--- config.mk ---
export PLATFORM = sky130hd
export DESIGN_NAME = pwb_writeback
export DESIGN_NICKNAME = d
export VERILOG_FILES = /design/src/rtl/pwb_pkg.sv /design/src/rtl/pwb_pred_file.sv /design/src/rtl/pwb_guard_eval.sv /design/src/rtl/pwb_writeback.sv
export SDC_FILE = /design/constraint.sdc
export NUM_CORES = 1
export LEC_CHECK = 0
export BUFFER_PORTS_ARGS = -buffer_cell sky130_fd_sc_hd__buf_2
export CORE_MARGIN = 3
export CORE_UTILIZATION = 40
export CTS_CLUSTER_DIAMETER = 200
export DETAILED_ROUTE_END_ITERATION = 6
export PLACE_DENSITY = 0.78
export SETUP_SLACK_MARGIN = 0.4
export SYNTH_ARGS = -nofsm -noshare
export SYNTH_HDL_FRONTEND = slang
export SYNTH_SLANG_ARGS = --single-unit
--- constraint.sdc ---
create_clock -name clk -period 2.1 [get_ports clk]
set_clock_uncertainty 0.1 [all_clocks]
set_input_delay 0.21 -clock clk [delete_from_list [all_inputs] [get_ports clk]]
set_output_delay 0.21 -clock clk [all_outputs]
set_load 0.005 [all_outputs]
--- src/rtl/pwb_pkg.sv ---
package pwb_pkg;

  typedef enum logic [1:0] {
    OP_PLAIN = 2'd0,
    OP_MOVZ  = 2'd1,
    OP_MOVNZ = 2'd2,
    OP_CMPEQ = 2'd3
  } pwb_op_e;

  // Guard outcome: predicate value, optionally inverted.
  function automatic logic guard_pass(input logic pval, input logic inv);
    return pval ^ inv;
  endfunction

  // Whether an operation wants an integer register write, given the test.
  function automatic logic op_wants_write(input pwb_op_e op, input logic test_is_zero);
    logic w;
    case (op)
      OP_PLAIN: w = 1'b1;
      OP_MOVZ:  w = test_is_zero;
      OP_MOVNZ: w = !test_is_zero;
      default:  w = 1'b0;
    endcase
    return w;
  endfunction

endpackage

--- src/rtl/pwb_pred_file.sv ---
module pwb_pred_file
  import pwb_pkg::*;
#(
  parameter int NPRED = 8,
  localparam int PA_W = $clog2(NPRED)
) (
  input  logic            clk,
  input  logic            rst_n,
  input  logic [PA_W-1:0] rd_idx,
  output logic            rd_val,
  input  logic            set_en,
  input  logic [PA_W-1:0] set_t,
  input  logic [PA_W-1:0] set_f,
  input  logic            set_eq
);

  // Staged compare result, committed one edge later.
  logic            pend_v;
  logic [PA_W-1:0] pend_t;
  logic [PA_W-1:0] pend_f;
  logic            pend_eq;
  logic            arch_q [NPRED];
  logic            byp_hit_t;
  logic            byp_hit_f;

  always_ff @(posedge clk) begin
    if (!rst_n) begin
      pend_v  <= 1'b0;
      pend_t  <= '0;
      pend_f  <= '0;
      pend_eq <= 1'b0;
    end else begin
      pend_v  <= set_en;
      pend_t  <= set_t;
      pend_f  <= set_f;
      pend_eq <= set_eq;
    end
  end

  for (genvar i = 0; i < NPRED; i++) begin : g_entry
    if (i == 0) begin : g_const
      assign arch_q[i] = 1'b1;
    end else begin : g_reg
      always_ff @(posedge clk) begin
        if (!rst_n)
          arch_q[i] <= 1'b0;
        else if (pend_v && pend_t == PA_W'(i))
          arch_q[i] <= pend_eq;
        else if (pend_v && pend_f == PA_W'(i))
          arch_q[i] <= !pend_eq;
      end
    end
  end

  assign byp_hit_t = pend_v && (pend_t == rd_idx);
  assign byp_hit_f = pend_v && (pend_f == rd_idx);

  always_comb begin
    if (rd_idx == '0)     rd_val = 1'b1;
    else if (byp_hit_t)   rd_val = pend_eq;
    else if (byp_hit_f)   rd_val = !pend_eq;
    else                  rd_val = arch_q[rd_idx];
  end

  // a staged compare lands in the "true" slot with its equality result
  assert_commit_true_R6: assert property (@(posedge clk) disable iff (!rst_n)
    (pend_v && pend_t != '0) |=> (arch_q[$past(pend_t)] == $past(pend_eq)));

  // distinct nonzero slots of one compare end up complementary
  assert_pair_complement_R6: assert property (@(posedge clk) disable iff (!rst_n)
    (pend_v && pend_t != pend_f && pend_t != '0 && pend_f != '0)
      |=> (arch_q[$past(pend_t)] != arch_q[$past(pend_f)]));

  // with nothing staged, the stored predicates hold
  assert_hold_when_idle_R12: assert property (@(posedge clk) disable iff (!rst_n)
    !pend_v |=> $stable(arch_q[1]) && $stable(arch_q[NPRED-1]));

endmodule

--- src/rtl/pwb_guard_eval.sv ---
module pwb_guard_eval
  import pwb_pkg::*;
#(
  parameter int XLEN = 32,
  parameter int RA_W = 5
) (
  input  logic            valid,
  input  pwb_op_e         op,
  input  logic            pval,
  input  logic            inv,
  input  logic [RA_W-1:0] rd,
  input  logic [XLEN-1:0] result,
  input  logic [XLEN-1:0] src,
  input  logic [XLEN-1:0] test,
  input  logic [XLEN-1:0] cmp_a,
  input  logic [XLEN-1:0] cmp_b,
  output logic            guard_ok,
  output logic            do_wr,
  output logic [RA_W-1:0] wr_addr,
  output logic [XLEN-1:0] wr_data,
  output logic            do_pset,
  output logic            pset_eq
);

  logic test_zero;
  logic want_wr;

  assign test_zero = (test == '0);
  assign guard_ok  = valid && guard_pass(pval, inv);
  assign want_wr   = op_wants_write(op, test_zero);
  assign do_wr     = guard_ok && want_wr && (rd != '0);
  assign wr_addr   = do_wr ? rd : '0;

  always_comb begin
    if (!do_wr)              wr_data = '0;
    else if (op == OP_PLAIN) wr_data = result;
    else                     wr_data = src;
  end

  assign do_pset = guard_ok && (op == OP_CMPEQ);
  assign pset_eq = (cmp_a == cmp_b);

endmodule

--- src/rtl/pwb_writeback.sv ---
module pwb_writeback
  import pwb_pkg::*;
#(
  parameter int XLEN  = 32,
  parameter int NREG  = 32,
  parameter int NPRED = 8,
  localparam int RA_W = $clog2(NREG),
  localparam int PA_W = $clog2(NPRED)
) (
  input  logic            clk,
  input  logic            rst_n,
  input  logic            in_valid,
  input  logic [1:0]      in_op,
  input  logic [RA_W-1:0] in_rd,
  input  logic [XLEN-1:0] in_result,
  input  logic [XLEN-1:0] in_src,
  input  logic [XLEN-1:0] in_test,
  input  logic [XLEN-1:0] in_cmp_a,
  input  logic [XLEN-1:0] in_cmp_b,
  input  logic [PA_W-1:0] in_guard_idx,
  input  logic            in_guard_inv,
  input  logic [PA_W-1:0] in_pt,
  input  logic [PA_W-1:0] in_pf,
  output logic            wb_we,
  output logic [RA_W-1:0] wb_addr,
  output logic [XLEN-1:0] wb_data
);

  pwb_op_e         op_dec;
  logic            guard_val;
  logic            guard_ok;
  logic            do_wr;
  logic [RA_W-1:0] wr_addr;
  logic [XLEN-1:0] wr_data;
  logic            do_pset;
  logic            pset_eq;

  assign op_dec = pwb_op_e'(in_op);

  pwb_pred_file #(.NPRED(NPRED)) pfile_i (
    .clk    (clk),
    .rst_n  (rst_n),
    .rd_idx (in_guard_idx),
    .rd_val (guard_val),
    .set_en (do_pset),
    .set_t  (in_pt),
    .set_f  (in_pf),
    .set_eq (pset_eq)
  );

  pwb_guard_eval #(.XLEN(XLEN), .RA_W(RA_W)) geval_i (
    .valid    (in_valid),
    .op       (op_dec),
    .pval     (guard_val),
    .inv      (in_guard_inv),
    .rd       (in_rd),
    .result   (in_result),
    .src      (in_src),
    .test     (in_test),
    .cmp_a    (in_cmp_a),
    .cmp_b    (in_cmp_b),
    .guard_ok (guard_ok),
    .do_wr    (do_wr),
    .wr_addr  (wr_addr),
    .wr_data  (wr_data),
    .do_pset  (do_pset),
    .pset_eq  (pset_eq)
  );

  always_ff @(posedge clk) begin
    if (!rst_n) begin
      wb_we   <= 1'b0;
      wb_addr <= '0;
      wb_data <= '0;
    end else begin
      wb_we   <= do_wr;
      wb_addr <= wr_addr;
      wb_data <= wr_data;
    end
  end

  // register 0 is never written
  assert_no_zero_dest_R9: assert property (@(posedge clk) disable iff (!rst_n)
    wb_we |-> (wb_addr != '0));

  // a compare never produces a register write
  assert_cmp_no_regwrite_R6: assert property (@(posedge clk) disable iff (!rst_n)
    (in_valid && in_op == 2'd3) |=> !wb_we);

  // an idle slot writes nothing
  assert_idle_no_write_R12: assert property (@(posedge clk) disable iff (!rst_n)
    !in_valid |=> !wb_we);

  // a move-if-zero with a nonzero test writes nothing
  assert_movz_blocked_R4: assert property (@(posedge clk) disable iff (!rst_n)
    (in_valid && in_op == 2'd1 && in_test != '0) |=> !wb_we);

  // a move-if-nonzero with a zero test writes nothing
  assert_movnz_blocked_R5: assert property (@(posedge clk) disable iff (!rst_n)
    (in_valid && in_op == 2'd2 && in_test == '0) |=> !wb_we);

  // with no write, the address and data are quiet
  assert_quiet_outputs_R2: assert property (@(posedge clk) disable iff (!rst_n)
    !wb_we |-> (wb_addr == '0 && wb_data == '0));

  // a failed guard produces no write of either kind
  assert_failed_guard_inert_R7: assert property (@(posedge clk) disable iff (!rst_n)
    (!guard_ok) |-> (!do_pset && !do_wr));

endmodule

==> flow_metrics.env, run 1 <==
export IMPL_status="completed"
export IMPL_synth_sequential_area_ratio_pct=28.4
export IMPL_timing_critical_path_arrival_ns=2.12
export IMPL_wire_per_inst_um=15.6
export IMPL_drv_slew=0
export IMPL_clock_tree_from_tritoncts="built"
export IMPL_commonest_cells_after_routing_fill_and_taps_aside="sky130_fd_sc_hd__buf_2, sky130_fd_sc_hd__mux2i_1, sky130_fd_sc_hd__dfxtp_1"
export IMPL_nets=839
export IMPL_cts_path_max_buffers=2
export IMPL_fin_setup_tns_ns=0
export IMPL_synth_simple_gate_area_share_pct=20.7
export IMPL_setup_violations_final=0
export IMPL_chain_of_cells_forming_the_critical_path="xnor2_2, nand4_1, or3b_4, a31oi_4, buf_4, clkbuf_16, mux2i_1"
export IMPL_root_buffer_cell="sky130_fd_sc_hd__clkbuf_8"
export IMPL_cts_sink_count=53
export IMPL_die_x_um=103
export IMPL_coreArea_um2=8890
export IMPL_layout_area_overhead_vs_synth_pct=39.6
export IMPL_overflow=0
export IMPL_highest_attainable_clock_frequency_mhz=505
export IMPL_synth_compound_gate_area_share_pct=15.8
export IMPL_mostFrequentLayoutCell="sky130_fd_sc_hd__buf_2"
export IMPL_postSynthAreaPerCell_um2=8.22
export IMPL_number_of_maximum_capacitance_constraint_violations=0
export IMPL_worst_slew_pin_transition_ns=0.532
export IMPL_post_synth_inst_count=455
export IMPL_drive_gt1_share_pct=39.7
export IMPL_clock_buffer_count_from_cts=5
export IMPL_worst_setup_path_start_kind="flop"
export IMPL_unrepaired_setup_endpoints_after_global_routing="true"
export IMPL_asyncSetResetFlopFracSynth_pct=0
export IMPL_drc=0
export IMPL_drt_iter0_drc=145
export IMPL_total_number_of_placement_rows=34
export IMPL_final_fill_count=810
export IMPL_finalCriticalPeriod_ns=1.98
export IMPL_ctsHoldBuffers=0
export IMPL_cts_htree_levels=2
export IMPL_slew_limit_headroom_pct=64.2
export IMPL_final_min_period_over_clock_period_pct=94.3
export IMPL_critPathRequiredTime_ns=2.24
export IMPL_ioPinCount=218
export IMPL_finalHoldWorstSlack_ns=0.0145
export IMPL_drtPass1Iterations=5
export IMPL_yosys_area_share_adder_pct=0
export IMPL_vias_in_the_first_global_route=3897
export IMPL_postRouteAntennaNets=0
export IMPL_endpoint_kind="flop"
export IMPL_vias_per_cell=5.32
export IMPL_buffers_on_ports=217
export IMPL_cellPowerDensity_nw_per_um2=432
export IMPL_dp_hpwl_um=9120
export IMPL_critPathMaxStageDelay_ns=0.40
export IMPL_critical_path_peak_fanout=7
export IMPL_vias=4096
export IMPL_crit_path_kind="reg -> reg"
export IMPL_synth_cell_types=39
export IMPL_slowest_stage="sky130_fd_sc_hd__or3b_4"
export IMPL_yosys_warnings=0
export IMPL_floorplan_die_height_um=103
export IMPL_routed_wl_um=12000
export IMPL_groute_usage_overall_pct=21.3
export IMPL_synth_ff_type="sky130_fd_sc_hd__dfxtp_1"
export IMPL_grt_pass1_wl_um=17900
export IMPL_mappedNetlistArea_um2=3740
export IMPL_grt_max_degree=77
export IMPL_place_gp_congestion=0.893
export IMPL_grt_antenna_before_repair=2
export IMPL_clk_latency_ns=0.30
export IMPL_cts_reportedPaths_clkPinSlew_ns=0.09
export IMPL_muxShareOfSynthArea_pct=20.4
export IMPL_worst_ir_drop_on_vdd_mv=0.256
export IMPL_worst_hold_path_type="in -> reg"
export IMPL_mappedNetlistNets=635
export IMPL_power_leakage_uw=0.00240
export IMPL_die_area_um2=10500
export IMPL_main_combinational_cell_family_by_area_after_synthesis="simple AND/OR/NAND/NOR gates"
export IMPL_synth_seq_cells=53
export IMPL_finalHoldViolations=0
export IMPL_synth_enable_flop_cells=0
export IMPL_start_util_pct=42.0
export IMPL_yosys_area_share_xor_xnor_pct=8.90
worst max-delay path, delay by kind of cell, from the launching register on:
| kind | cells | cell delay (ns) |
|---|---|---|
| AND/OR/NAND/NOR | 2 | 0.53 |
| flip-flops | 1 | 0.37 |
| buffers and inverters | 2 | 0.35 |
| AO/OA/AOI/OAI | 1 | 0.24 |
| multiplexers | 1 | 0.19 |
| XOR/XNOR | 1 | 0.15 |
area by class of cell:
type | instances | area, µm² | share of cell area, %
well taps | 108 | 135 | 2.59
diodes | 2 | 5.00 | 0.0959
clock inverters | 1 | 7.51 | 0.144
multi-input cells | 355 | 2510 | 48.2
clock buffers | 7 | 76.3 | 1.46
flip-flops and latches | 53 | 1070 | 20.6
inverters | 3 | 11.3 | 0.216
repair buffers | 241 | 1400 | 26.7
timing repair:
action                                  4_1_cts  5_1_grt
pin swaps                                     0        1
endpoints found under the setup margin       39       39
setup buffers                                 5        3
gates resized for setup                      10        1
cloned                                        1        2
metal layers:
layer / wire, µm / GRT usage [%] / up-vias
li1: - / - / 2055
met1: 4500 / 23.4 / 1845
met2: 6480 / 41.1 / 178
met3: 779 / 3.25 / 18
met4: 244 / 7.57 / 0
met5: 0 / 0 / -
through the flow:
step,util (%),cell area [µm²],setup slack (ns),instances,power [µW]
floorplan,-,3780,0.267,455,1390
global placement,55.7,4960,0.0407,749,1630
detailed placement,55.7,4960,-0.0874,749,1660
CTS,57.8,5140,0.138,763,2250
global route,58.7,5220,0.0229,770,2380
finish,58.7,5220,0.119,770,2260
final timing paths:
kind,start,to,slack [ns],cells after the start
min reg2reg,pfile_i.arch_q[2]$_SDFFE_PN0P_,pfile_i.arch_q[2]$_SDFFE_PN0P_,0.40,2
max,pfile_i.pend_f[1]$_SDFF_PN0_,wb_data[25]$_SDFF_PN0_,0.12,7
min,in_pf[1],pfile_i.pend_f[1]$_SDFF_PN0_,0.01,2
max reg2reg,pfile_i.pend_f[1]$_SDFF_PN0_,wb_data[25]$_SDFF_PN0_,0.12,7
report_power, final:
part | internal (µW) | switching, µW | leakage [µW]
registers | 1030 | 13.9 | 0.000433
logic | 351 | 296 | 0.00192
clock network | 237 | 331 | 0.0000385
flip-flops by register name, indices dropped and copies added (netlist names):
signal and count:
pfile_i.arch_q 7, pfile_i.pend_eq 1, pfile_i.pend_f 3, pfile_i.pend_t 3, pfile_i.pend_v 1, wb_addr 5, wb_data 32, wb_we 1
synth_stat cells (2+ instances only):
| cell type | count | area share, % |
|---|---|---|
| sky130_fd_sc_hd__clkbuf_1 | 26 | 2.6 |
| sky130_fd_sc_hd__dfxtp_1 | 53 | 28 |
| sky130_fd_sc_hd__xnor2_1 | 34 | 8.0 |
| sky130_fd_sc_hd__nand2_1 | 12 | 1.2 |
| sky130_fd_sc_hd__xor2_1 | 4 | 0.94 |
| sky130_fd_sc_hd__nand3_1 | 4 | 0.54 |
| sky130_fd_sc_hd__nand3b_1 | 2 | 0.40 |
| sky130_fd_sc_hd__nor2b_1 | 14 | 2.3 |
| sky130_fd_sc_hd__buf_1 | 2 | 0.20 |
| sky130_fd_sc_hd__inv_1 | 3 | 0.30 |
| sky130_fd_sc_hd__buf_2 | 12 | 1.6 |
| sky130_fd_sc_hd__and2_1 | 7 | 1.2 |
| sky130_fd_sc_hd__a21boi_0 | 5 | 1.0 |
| sky130_fd_sc_hd__a31oi_1 | 3 | 0.50 |
| sky130_fd_sc_hd__a21oi_1 | 3 | 0.40 |
| sky130_fd_sc_hd__o21ai_0 | 39 | 5.2 |
| sky130_fd_sc_hd__mux2i_1 | 74 | 20 |
| sky130_fd_sc_hd__o211ai_1 | 38 | 7.6 |
| sky130_fd_sc_hd__nor3_1 | 39 | 5.2 |
| sky130_fd_sc_hd__nor2_1 | 39 | 3.9 |
| sky130_fd_sc_hd__nor4_1 | 11 | 1.8 |
| sky130_fd_sc_hd__nand4_1 | 14 | 2.3 |
cells by family (layout without fill, tap and decap cells):
| group | after synthesis | after routing |
|---|---|---|
| and+or+nand+nor | 150 | 150 |
| AOI/OAI and AO/OA | 92 | 92 |
| muxes | 75 | 75 |
| DFF | 53 | 53 |
| buffers and inverters | 47 | 252 |
| xor gates and xnor gates | 38 | 38 |
| other | 0 | 2 |
Power figures use the tool's default switching activity.
==> run 2, diff against run 1 <==
CORE_UTILIZATION = 29   (was 40)
PLACE_DENSITY = 0.6   (was 0.78)
clock period = 1.76 ns   (was 2.1 ns; I/O delays follow)
==> run 2 against run 1 <==
Net effect:
- the flow now finishes with violations (setup timing)
- first-iteration DRC count up 80%
- fmax hardly changed
- clock power is 74% higher
- non-clock buffer count is 27 higher
- final cell count rose by 11%
- worst setup slack got worse by 0.34 ns
- critical endpoint is now wb_data[0]$_SDFF_PN0_
- largest power group unchanged
- hold slack got worse by 0.0041 ns
- via count increased by 3.4%
- final area grew 11%
- sequential power up 19%
- power is 36% higher
- wire length rose by 8.7%
==> flow_metrics.env, run 2 (synthesized netlist as in run 1, its figures left out) <==
export IMPL_vias=4236
export IMPL_die_area_um2=14300
export IMPL_total_number_of_placement_rows=40
export IMPL_slew_limit_headroom_pct=70.2
export IMPL_setup_violations_final=39
export IMPL_clock_tree_from_tritoncts="built"
export IMPL_cts_htree_levels=2
export IMPL_dpl_cell_count=832
export IMPL_met2_length_um=7120
export IMPL_critPathLaunch="pfile_i.pend_f[1]$_SDFF_PN0_"
export IMPL_die_x_um=120
export IMPL_nets=866
export IMPL_status="finished, violations left"
export IMPL_drive_gt1_share_pct=46.0
export IMPL_postRouteAntennaNets=0
export IMPL_violations="setup timing"
export IMPL_finalHoldWorstSlack_ns=0.0104
export IMPL_worst_hold_path_type="in -> reg"
export IMPL_finalHoldViolations=0
export IMPL_fin_setup_tns_ns=-7.14
export IMPL_critPathRequiredTime_ns=1.88
export IMPL_m1WireLength_um=4770
export IMPL_clock_buffer_count_from_cts=5
export IMPL_groute_usage_overall_pct=16.6
export IMPL_drt_iter0_drc=261
export IMPL_routed_wl_um=13000
export IMPL_number_of_maximum_capacitance_constraint_violations=0
export IMPL_worst_ir_drop_on_vdd_mv=0.435
export IMPL_drv_slew=0
export IMPL_largest_register_ff_count=32
export IMPL_power_leakage_uw=0.00264
export IMPL_worst_slew_pin_transition_ns=0.443
export IMPL_floorplan_die_height_um=120
export IMPL_hold_path_startpoint="in_pf[0]"
export IMPL_vias_in_the_first_global_route=4046
export IMPL_cts_path_max_buffers=2
export IMPL_max_flop_register="wb_data"
export IMPL_dr_max_layer_used="met4"
export IMPL_unrepaired_setup_endpoints_after_global_routing="true"
export IMPL_antennaDiodeCount=0
export IMPL_start_util_pct=30.4
export IMPL_coreArea_um2=12300
export IMPL_grt_max_degree=77
export IMPL_registers_with_the_most_flip_flops="wb_data (32), pfile_i.arch_q (7), wb_addr (5)"
export IMPL_cts_sink_count=53
export IMPL_root_buffer_cell="sky130_fd_sc_hd__clkbuf_16"
export IMPL_critical_path_peak_fanout=11
export IMPL_drtPass1Iterations=5
export IMPL_cts_reportedPaths_clkPinSlew_ns=0.07
export IMPL_commonest_cells_after_routing_fill_and_taps_aside="sky130_fd_sc_hd__buf_2, sky130_fd_sc_hd__mux2i_1, sky130_fd_sc_hd__dfxtp_1"
export IMPL_crit_path_kind="reg -> reg"
export IMPL_mostFrequentLayoutCell="sky130_fd_sc_hd__buf_2"
export IMPL_drc=0
export IMPL_final_non_filler_cells=855
export IMPL_dp_hpwl_um=9800
export IMPL_multi_input_comb_area_um2=2690
export IMPL_overflow=0
export IMPL_ioPinCount=218
export IMPL_grt_antenna_before_repair=0
export IMPL_highest_attainable_clock_frequency_mhz=505
export IMPL_worst_r2r_startpoint="pfile_i.pend_f[1]$_SDFF_PN0_"
export IMPL_preCtsSetupSlack_ns=-0.338
export IMPL_ff_latch_area_um2=1070
export IMPL_final_fill_count=1180
export IMPL_timing_critical_path_arrival_ns=2.10
export IMPL_wire_per_inst_um=15.3
export IMPL_finalCriticalPeriod_ns=1.98
export IMPL_grt_pass1_wl_um=19400
export IMPL_worst_setup_path_start_kind="flop"
export IMPL_final_min_period_over_clock_period_pct=112
export IMPL_endpoint_kind="flop"
export IMPL_place_gp_congestion=0.831
export IMPL_buffers_on_ports=217
export IMPL_clk_latency_ns=0.29
export IMPL_vias_per_cell=4.95
export IMPL_wl_met3_um=930
export IMPL_setup_slack_ns=-0.219
export IMPL_layout_area_overhead_vs_synth_pct=54.7
export IMPL_cellPowerDensity_nw_per_um2=530
-- run 2: cell types whose count changed in the layout (fill, tap and decap cells not counted), sizes merged --
| cell | change |
|---|---|
| inv | +1 |
| clkinvlp | -1 |
| dlygate4sd3 | +4 |
| diode | -2 |
| buf | +22 |
| clkinv | +1 |
-- run 2: stage by stage --
step	utilization (%)	total power [µW]	cell area, µm²
2_1_floorplan	-	1660	3760
3_3_place_gp	42.4	2000	5230
3_5_place_dp	42.4	2020	5230
4_1_cts	44.5	3040	5480
5_1_grt	47.0	3230	5780
6_report	47.0	3070	5780
-- run 2: path summary, 6_finish.rpt --
path / slack (ns) / cells after the start / end
max: -0.22 / 7 / wb_data[0]$_SDFF_PN0_
min: 0.01 / 2 / pfile_i.pend_f[0]$_SDFF_PN0_
max reg2reg: -0.22 / 7 / wb_data[0]$_SDFF_PN0_
min reg2reg: 0.42 / 2 / pfile_i.arch_q[6]$_SDFFE_PN0P_
-- run 2: layout make-up --
cell class | count | area share, %
clock buffers | 6 | 2.23
repair buffers | 268 | 28.7
flip-flops and latches | 53 | 18.6
inverters | 3 | 0.195
clock inverters | 2 | 0.238
multi-input cells | 355 | 46.5
well taps | 168 | 3.64
-- run 2: routing by layer --
metal	GRT usage, %	vias up
met1	17.6	1914
met4	4.58	0
met5	0	-
met2	33.3	186
met3	2.92	13
li1	-	2123
-- run 2: what timing repair did --
action / 4_1_cts / 5_1_grt
endpoints found under the hold margin: 4 / 0
gates resized for setup: 18 / 40
hold buffers: 4 / 0
setup endpoints to repair: 45 / 46
buffers inserted: 1 / 7
cloned: 0 / 3
pin swaps: 2 / 18
-- run 2: worst max-delay path, cell delays in order, from the launching register on --
cell and delay (ns):
sky130_fd_sc_hd__dfxtp_4 0.36, sky130_fd_sc_hd__xnor2_2 0.13, sky130_fd_sc_hd__nand4_1 0.15, sky130_fd_sc_hd__or3b_4 0.44, sky130_fd_sc_hd__a31oi_4 0.21, sky130_fd_sc_hd__buf_12 0.16, sky130_fd_sc_hd__clkbuf_16 0.18, sky130_fd_sc_hd__mux2i_1 0.18
-- run 2: power breakdown --
part	internal [µW]	total, µW	switching, µW
Sequential	1230	1240	13.9
Clock	532	988	456
Combinational	461	837	376
Total	2220	3070	846
